<file path="config.mk">
export PLATFORM = sky130hd
export DESIGN_NAME = phase_seq
export DESIGN_NICKNAME = d
export VERILOG_FILES = /design/src/rtl/phase_seq_pkg.sv /design/src/rtl/phase_ring.sv /design/src/rtl/ext_counter.sv /design/src/rtl/phase_wrap_gate.sv /design/src/rtl/phase_seq.sv
export SDC_FILE = /design/constraint.sdc
export NUM_CORES = 1
export LEC_CHECK = 0
export BUFFER_PORTS_ARGS = -buffer_cell sky130_fd_sc_hd__clkbuf_2
export CAP_MARGIN = 20
export CORE_AREA = 2 2 39 41
export CTS_CLUSTER_SIZE = 16
export DETAILED_ROUTE_END_ITERATION = 12
export DIE_AREA = 0 0 41 43
export MAX_ROUTING_LAYER = met4
export PLACE_DENSITY = 0.54
export SYNTH_ARGS = -nofsm -noshare
export SYNTH_HDL_FRONTEND = slang
export SYNTH_HIERARCHICAL = 1
export SYNTH_SLANG_ARGS = --single-unit
</file>
<file path="constraint.sdc">
create_clock -name clk -period 1.6 [get_ports clk]
set_input_delay 0.08 -clock clk [delete_from_list [all_inputs] [get_ports clk]]
set_output_delay 0.08 -clock clk [all_outputs]
set_load 0.005 [all_outputs]
</file>
<file path="src/rtl/phase_seq_pkg.sv">
package phase_seq_pkg;

  // Width of a down-counter that must hold values 0..max_val.
  function automatic int unsigned cnt_width(input int unsigned max_val);
    int unsigned w;
    w = 1;
    while ((1 << w) <= max_val) w++;
    return w;
  endfunction

endpackage

</file>
<file path="src/rtl/phase_ring.sv">
module phase_ring #(
  parameter int unsigned PHASES = 8
) (
  input  logic              clk,
  input  logic              rst,
  input  logic              step,
  output logic [PHASES-1:0] phase_oh
);

  localparam logic [PHASES-1:0] RESET_VAL = {{(PHASES-1){1'b0}}, 1'b1};

  // Rotating one-hot ring: the top bit wraps back to bit 0.
  always_ff @(posedge clk) begin
    if (rst) begin
      phase_oh <= RESET_VAL;
    end else if (step) begin
      phase_oh <= {phase_oh[PHASES-2:0], phase_oh[PHASES-1]};
    end
  end

endmodule

</file>
<file path="src/rtl/ext_counter.sv">
module ext_counter
  import phase_seq_pkg::*;
#(
  parameter int unsigned EXT_TICKS = 0
) (
  input  logic clk,
  input  logic rst,
  input  logic load,
  input  logic dec,
  output logic done
);

  generate
    if (EXT_TICKS == 0) begin : g_full_speed
      logic unused_inputs;
      assign unused_inputs = ^{clk, rst, load, dec};
      assign done = 1'b1;
    end else begin : g_slowed
      localparam int unsigned CW = cnt_width(EXT_TICKS);
      localparam logic [CW-1:0] LOAD_VAL = CW'(EXT_TICKS);

      logic [CW-1:0] cnt;

      always_ff @(posedge clk) begin
        if (rst) begin
          cnt <= '0;
        end else if (load) begin
          cnt <= LOAD_VAL;
        end else if (dec && (cnt != '0)) begin
          cnt <= cnt - 1'b1;
        end
      end

      assign done = (cnt == '0);
    end
  endgenerate

endmodule

</file>
<file path="src/rtl/phase_wrap_gate.sv">
module phase_wrap_gate (
  input  logic at_last,
  input  logic ext_done,
  input  logic arith_busy,
  input  logic hold_req,
  output logic wrap_ok,
  output logic dwell
);

  logic held;

  always_comb begin
    held    = arith_busy | hold_req;
    wrap_ok = at_last & ext_done & ~held;
    dwell   = at_last & ~wrap_ok;
  end

endmodule

</file>
<file path="src/rtl/phase_seq.sv">
module phase_seq #(
  parameter int unsigned PHASES    = 8,
  parameter int unsigned EXT_TICKS = 0
) (
  input  logic              clk,
  input  logic              rst,
  input  logic              tick_en,
  input  logic              arith_busy,
  input  logic              hold_req,
  output logic [PHASES-1:0] phase_oh,
  output logic              cycle_start
);

  logic at_last;
  logic pre_last;
  logic ext_done;
  logic wrap_ok;
  logic dwell;
  logic step;
  logic start_pend;

  assign at_last  = phase_oh[PHASES-1];
  assign pre_last = phase_oh[PHASES-2];

  phase_wrap_gate u_gate (
    .at_last    (at_last),
    .ext_done   (ext_done),
    .arith_busy (arith_busy),
    .hold_req   (hold_req),
    .wrap_ok    (wrap_ok),
    .dwell      (dwell)
  );

  // Advance on a tick unless the first tick after reset is being consumed
  // or the final phase is dwelling.
  assign step = tick_en & ~start_pend & ~dwell;

  phase_ring #(.PHASES(PHASES)) u_ring (
    .clk      (clk),
    .rst      (rst),
    .step     (step),
    .phase_oh (phase_oh)
  );

  ext_counter #(.EXT_TICKS(EXT_TICKS)) u_ext (
    .clk  (clk),
    .rst  (rst),
    .load (step & pre_last),
    .dec  (tick_en & dwell),
    .done (ext_done)
  );

  always_ff @(posedge clk) begin
    if (rst) begin
      start_pend  <= 1'b1;
      cycle_start <= 1'b0;
    end else begin
      if (tick_en) start_pend <= 1'b0;
      cycle_start <= tick_en & (start_pend | wrap_ok);
    end
  end

endmodule

</file>
==> results of run 1 <==
==> cell type report <==
| class | instances | area, µm² | share of cell area, % |
|---|---|---|---|
| flip-flops and latches | 10 | 200 | 40.2 |
| multi-input cells | 24 | 165 | 33.2 |
| repair buffers | 14 | 72.6 | 14.6 |
| clock buffers | 4 | 36.3 | 7.29 |
| well taps | 16 | 20.0 | 4.02 |
| inverters | 1 | 3.75 | 0.754 |
==> worst paths after layout <==
check                      from                  to  slack, ns
min                     tick_en         cycle_start       0.05
max          u_ring/phase_oh[7]  u_ring/phase_oh[4]       0.17
min reg2reg          start_pend          start_pend       0.51
max reg2reg  u_ring/phase_oh[7]  u_ring/phase_oh[4]       0.17
==> state kept, by name, summed over array words and instances, names as in the netlist <==
name	cells
cycle_start	1
start_pend	1
u_ring/phase_oh	8
==> placed cells by master (no fill, tap or decap), drive strengths merged <==
master,count
clkbuf,17
dfxtp,10
nor2,9
mux2i,7
nor3b,1
inv,1
nor3,1
a21o,1
conb,1
and3,1
a21boi,1
nor2b,1
a211o,1
buf,1
==> worst max-delay path, stage by stage (launching register included) <==
cell,delay [ns]
dfxtp_1,0.34
a21boi_0,0.15
nor3b_2,0.33
buf_4,0.24
mux2i_1,0.20
nor2_1,0.05
==> report_power, final <==
| group | leakage, nW | total (mW) | internal, mW | switching [mW] |
|---|---|---|---|---|
| clock | 0.0210 | 0.225 | 0.138 | 0.0866 |
| sequential | 0.0815 | 0.260 | 0.256 | 0.00435 |
| combinational | 0.130 | 0.0367 | 0.0197 | 0.0170 |
| total | 0.232 | 0.522 | 0.414 | 0.108 |
==> layer usage <==
| metal | track usage, % | up-vias |
|---|---|---|
| li1 | - | 153 |
| met1 | 14.0 | 136 |
| met2 | 11.3 | 7 |
| met3 | 3.14 | 2 |
| met4 | 12.0 | 0 |
| met5 | - | - |
==> through the flow <==
stage / setup WS, ns / utilization, % / hold slack [ns] / instances
3_3_place_gp: 0.193 / 33.4 / 0.327 / 65
6_report: 0.169 / 36.0 / 0.0549 / 69
2_1_floorplan: 0.439 / - / 0.157 / 38
3_5_place_dp: 0.179 / 33.4 / 0.335 / 65
4_1_cts: 0.144 / 36.0 / 0.0441 / 69
5_1_grt: 0.0418 / 36.0 / 0.0712 / 69
==> results.yml, run 1 <==
outcome:
  status: "completed"
sta:
  final.min_clock_period_ns: 1.43
  fin_crit_sh_pct: 89.4
  max_freq_ghz: 0.699
  fin_skew_ns: 0.00241
  setup_viol: 0
  hold_viol: 0
  slew_viol_final: 0
  tns_ns: 0
  rsz0062_at_grt: "false"
clocking:
  clockRootBuffer: "clkbuf_4"
  clock-sinks: 10
  path_clk_slew_ns: 0.06
  postCtsSetupBuffers: 0
  cts_resized: 0
  cts_hold_repair.buffers: 0
  clock_latency_ns: 0.27
  cts_buffers: 3
  cts_buffer_depth: 2
  cts_tree: "yes"
  cts_max_level: 1
synthesis:
  syn-mean-instance-area_um2: 10.3
  yosys_warnings: 6
  syn_area_um2: 393
  syn-num-nets: 43
  netlist_instances: 38
finish:
  area_delta_synth_final_pct: 26.8
  drive_above_1_share_pct: 39.6
  insertedDiodeCount: 0
  fin_nets: 59
  nFillCells: 147
  fin_area_um2: 498
global_routing:
  grt_pass1_wl_um: 1170
  grt_util_all_layers_pct: 10.6
  grt_overflow: 0
  antenna_found_initial: 0
  grt_start_max_net_pins: 11
  grt_pass1_vias: 275
placement:
  io_buffers: 13
  dp_hpwl_um: 494
  place_congestion: 0.626
  place_area_um2: 462
floorplanning:
  rows: 14
  chipHeight_um: 43
  die-area_mm2: 0.00176
  start_util_pct: 28.4
  die_w_um: 41
  ios: 14
  core_area_mm2: 0.00138
detailed_routing:
  finalWirelength_um: 659
  dr_wl_met2_um: 332
  ant_nets: 0
  routedLengthMet1_um: 294
  top_layer: "met4"
  firstDrtPassIters: 4
  dr_wl_met3_um: 17
  drtIter0Drc: 9
  vias: 298
  drc: 0
  vias_per_cell: 4.32
  routedWlPerCell_um: 9.55
hold_path:
  hold_path.class: "input port to flop"
  worstHoldPathCells: 3
setup_path:
  cp_data_required_time_ns: 1.75
  crit_type: "flop to flop"
  critPathMaxFanout: 6
  crit_arrival_ns: 1.58
  startpoint_type: "flop"
  setup.worst_path.end_class: "flop"
  worst-r2r-cell-count: 5
power:
  ir_worst_vdd_v: 0.000292
  p_leak_nw: 0.232
  power_density_mw_per_mm2: 1050
  power_mw: 0.522
run:
  cap_viol_max_count: 0
(Power assumes the default switching activity.)
==> run 2: changes to the inputs <==
Settings changed: CORE_AREA 2 2 39 41 to 4 4 41 43, DIE_AREA 0 0 41 43 to 0 0 45 47.
==> results.yml, run 2 (synthesis results as in run 1) <==
outcome:
  status: "completed"
detailed_routing:
  finalWirelength_um: 670
  ant_nets: 0
  drc: 0
  routedWlPerCell_um: 9.85
  vias: 297
  firstDrtPassIters: 4
  vias_per_cell: 4.37
  drtIter0Drc: 5
sta:
  tns_ns: 0
  max_freq_ghz: 0.802
  fin_crit_sh_pct: 77.9
  slew_viol_final: 0
  final.min_clock_period_ns: 1.25
  setup_viol: 0
  hold_viol: 0
  rsz0062_at_grt: "false"
  fin_skew_ns: 0.00238
setup_path:
  crit_buf_inv: 1
  setup.worst_path.end_class: "flop"
  crit_arrival_ns: 1.41
  worst-r2r-cell-count: 4
  cp_data_required_time_ns: 1.76
  worstPathCellList: "a21boi_0, nor3b_2, buf_4, a211o_1"
  critPathMaxFanout: 9
  worst-path-stages: 4
  critPathMaxStageDelay_ns: 0.38
  critPathSlowestCell: "dfxtp_1"
  crit_family: "compound AO/OA/AOI/OAI gates"
  crit_type: "flop to flop"
  startpoint_type: "flop"
finish:
  area_delta_synth_final_pct: 26.4
  mostFrequentLayoutCell: "clkbuf_2"
  fin_nets: 59
  largest_reg_flops: 8
  final_cell_mix: "clkbuf_2, dfxtp_1, nor2_1"
  insertedDiodeCount: 0
  nFillCells: 147
  drive_above_1_share_pct: 39.6
  seq_area_um2: 200
  top_register: "u_ring/phase_oh"
  multi_input_area_um2: 165
  top_regs: "u_ring/phase_oh: 8 flops, cycle_start: 1 flops, start_pend: 1 flops"
hold_path:
  hold_path.class: "input port to flop"
  worstHoldPathCells: 3
floorplanning:
  ios: 14
  chipHeight_um: 47
  die-area_mm2: 0.00212
  die_w_um: 45
  rows: 13
  core_area_mm2: 0.00130
  start_util_pct: 30.2
placement:
  place_congestion: 0.704
  io_buffers: 13
  dp_hpwl_um: 491
clocking:
  clockRootBuffer: "clkbuf_4"
  cts_max_level: 1
  cts_buffers: 3
  cts_tree: "yes"
  cts_buffer_depth: 2
  postCtsSetupBuffers: 0
  clock-sinks: 10
  clock_latency_ns: 0.27
  cts_resized: 0
  cts_hold_repair.buffers: 0
  path_clk_slew_ns: 0.07
run:
  cap_viol_max_count: 0
power:
  power_mw: 0.528
  power_density_mw_per_mm2: 1060
  ir_worst_vdd_v: 0.000400
  p_leak_nw: 0.232
global_routing:
  grt_pass1_wl_um: 1100
  grt_util_all_layers_pct: 7.88
  antenna_found_initial: 0
  grt_overflow: 0
  grt_start_max_net_pins: 11
  grt_pass1_vias: 271
==> run 2: cell counts in the layout (fill, tap and decap cells not counted) <==
Identical to the previous run, type by type.
==> run 2: per-layer routing <==
layer | vias to the layer above | routed length (µm) | global-route usage, %
li1 | 153 | - | -
met1 | 128 | 312 | 9.03
met2 | 12 | 280 | 10.2
met3 | 4 | 58 | 2.30
met4 | 0 | 19 | 8.77
met5 | - | 0 | -
==> run 2: path summary, 6_finish.rpt <==
| kind | end | slack (ns) | from |
|---|---|---|---|
| worst max-delay path | u_ring/phase_oh[0] | 0.35 | u_ring/phase_oh[7] |
| worst min-delay path | cycle_start | 0.05 | tick_en |
| worst max register to register | u_ring/phase_oh[0] | 0.35 | u_ring/phase_oh[7] |
| worst min register to register | start_pend | 0.51 | start_pend |
==> run 2: through the flow <==
stage / setup WS [ns] / hold WS, ns / cells / util [%] / instance area, µm²
6_report: 0.353 / 0.0506 / 68 / 38.2 / 497
5_1_grt: 0.240 / 0.0580 / 68 / 38.2 / 497
4_1_cts: 0.340 / 0.0449 / 68 / 38.2 / 497
3_5_place_dp: 0.339 / 0.330 / 64 / 35.4 / 460
3_3_place_gp: 0.395 / 0.340 / 64 / 35.4 / 460
2_1_floorplan: 0.439 / 0.157 / 38 / - / 393
==> run 2: worst reg2reg max path, stage by stage, from the launching register on <==
cell	delay, ns
dfxtp_1	0.38
a21boi_0	0.25
nor3b_2	0.07
buf_4	0.18
a211o_1	0.26
==> run 2: report_power, final <==
group | internal [mW] | total [mW] | switching [mW]
logic | 0.0197 | 0.0368 | 0.0171
registers | 0.256 | 0.261 | 0.00455
clock network | 0.138 | 0.231 | 0.0922
total | 0.414 | 0.528 | 0.114
==> run 2: layout make-up <==
type	instances	share of cell area, %
repair buffers	14	14.6
well taps	15	3.78
inverters	1	0.756
multi-input cells	24	33.2
flip-flops and latches	10	40.3
clock buffers	4	7.30
==> run 3: changes to the inputs <==
Clock period 1.6 ns to 1.24 ns, I/O delays scaled along.
==> results.yml, run 3 (synthesis results as in run 1) <==
outcome:
  status: "completed"
setup_path:
  worst-r2r-cell-count: 5
  r2r_start: "u_ring/phase_oh[7]"
  cp_data_required_time_ns: 1.38
  startpoint_type: "flop"
  r2r_slack_ns: 0.07
  worstReg2RegEnd: "u_ring/phase_oh[5]"
  critPathMaxFanout: 4
  crit_arrival_ns: 1.32
  setup.worst_path.end_class: "flop"
  crit_path_end: "u_ring/phase_oh[5]"
  setup.worst_path.start: "u_ring/phase_oh[7]"
  crit_type: "flop to flop"
global_routing:
  grt_util_all_layers_pct: 8.20
  grt_pass1_wl_um: 1140
  antenna_found_initial: 0
  grt_overflow: 0
  grt_start_max_net_pins: 11
  grt_pass1_vias: 278
detailed_routing:
  routedWlPerCell_um: 9.80
  drtIter0Drc: 3
  vias_per_cell: 4.35
  ant_nets: 0
  finalWirelength_um: 676
  vias: 300
  firstDrtPassIters: 4
  drc: 0
sta:
  fin_ws_ns: 0.0661
  fin_crit_sh_pct: 94.7
  setup_viol: 0
  hold_viol: 0
  slew_viol_final: 0
  tns_ns: 0
  rsz0062_at_grt: "true"
  max_freq_ghz: 0.852
  fin_skew_ns: 0.00136
  final.min_clock_period_ns: 1.17
power:
  power_mw: 0.595
  power_density_mw_per_mm2: 1190
  p_leak_nw: 0.236
  ir_worst_vdd_v: 0.000588
finish:
  final_cell_mix: "clkbuf_2, nor2_1, dfxtp_1"
  drive_above_1_share_pct: 42.6
  area_delta_synth_final_pct: 27.1
  nFillCells: 149
  mostFrequentLayoutCell: "clkbuf_2"
  insertedDiodeCount: 0
  final_util_pct: 38.4
  top_register: "u_ring/phase_oh"
  largest_reg_flops: 8
  top_regs: "u_ring/phase_oh: 8 flops, cycle_start: 1 flops, start_pend: 1 flops"
  fin_nets: 61
clocking:
  path_clk_slew_ns: 0.06
  clockRootBuffer: "clkbuf_4"
  clock_latency_ns: 0.26
  cts_buffers: 3
  cts_tree: "yes"
  cts_max_level: 1
  postCtsSetupBuffers: 0
  cts_buffer_depth: 2
  clock-sinks: 10
placement:
  place_congestion: 0.722
  io_buffers: 13
  dp_hpwl_um: 539
  pre_cts_ws_ns: 0.0536
floorplanning:
  die-area_mm2: 0.00212
  ios: 14
  core_area_mm2: 0.00130
  chipHeight_um: 47
  rows: 13
  start_util_pct: 30.2
  die_w_um: 45
hold_path:
  worstHoldPathCells: 3
  hold_path.class: "input port to flop"
run:
  cap_viol_max_count: 0
-- run 3: changes by cell type in the layout (fill, tap and decap cells not counted), sizes merged --
| cell | before | now |
|---|---|---|
| buf | 1 | 3 |
| clkbuf | 17 | 16 |
-- run 3: per-stage QoR --
step	cells	hold slack, ns	cell area (µm²)
detailed placement	66	0.318	475
floorplan	38	0.139	393
global placement	66	0.325	475
CTS	69	0.0437	498
global route	69	0.0583	499
finish	69	0.0516	499
-- run 3: worst max-delay path, cell delays in order, from the launching register on --
cell,delay (ns)
dfxtp_2,0.31
a21boi_1,0.12
nor3b_2,0.19
buf_4,0.18
mux2i_1,0.20
nor2_1,0.06
-- run 3: final cells by class --
| cell class | count | area (µm²) | area share (%) |
|---|---|---|---|
| clock buffers | 3 | 22.5 | 4.51 |
| inverters | 1 | 3.75 | 0.752 |
| multi-input cells | 24 | 165 | 33.1 |
| flip-flops and latches | 10 | 201 | 40.4 |
| well taps | 15 | 18.8 | 3.76 |
| repair buffers | 16 | 87.6 | 17.5 |
-- run 3: report_power, final --
group | switching (mW) | total, mW | internal [mW]
registers | 0.00566 | 0.336 | 0.330
clock network | 0.0977 | 0.209 | 0.111
logic | 0.0227 | 0.0502 | 0.0274
-- run 3: how the worst min path moves through the flow --
| stage | from | to | slack [ns] |
|---|---|---|---|
| finish | tick_en | cycle_start | 0.05 |
| global route | tick_en | cycle_start | 0.06 |
| CTS | tick_en | cycle_start | 0.04 |
| detailed placement | tick_en | cycle_start | 0.32 |
| global placement | tick_en | cycle_start | 0.33 |
| floorplan | rst | cycle_start | 0.14 |
-- run 3: timing repair --
action,CTS,global route
gates resized for setup,0,2
endpoints found under the setup margin,0,8
hold buffers,0,0
endpoints found under the hold margin,0,0
-- run 3: metal layers --
| metal | part of all wire [%] | up-vias | global-route usage, % |
|---|---|---|---|
| met2 | 42 | 10 | 11.6 |
| met5 | 0 | - | - |
| li1 | - | 156 | - |
| met3 | 11 | 0 | 6.90 |
| met4 | 0 | 0 | 1.75 |
| met1 | 47 | 134 | 8.76 |
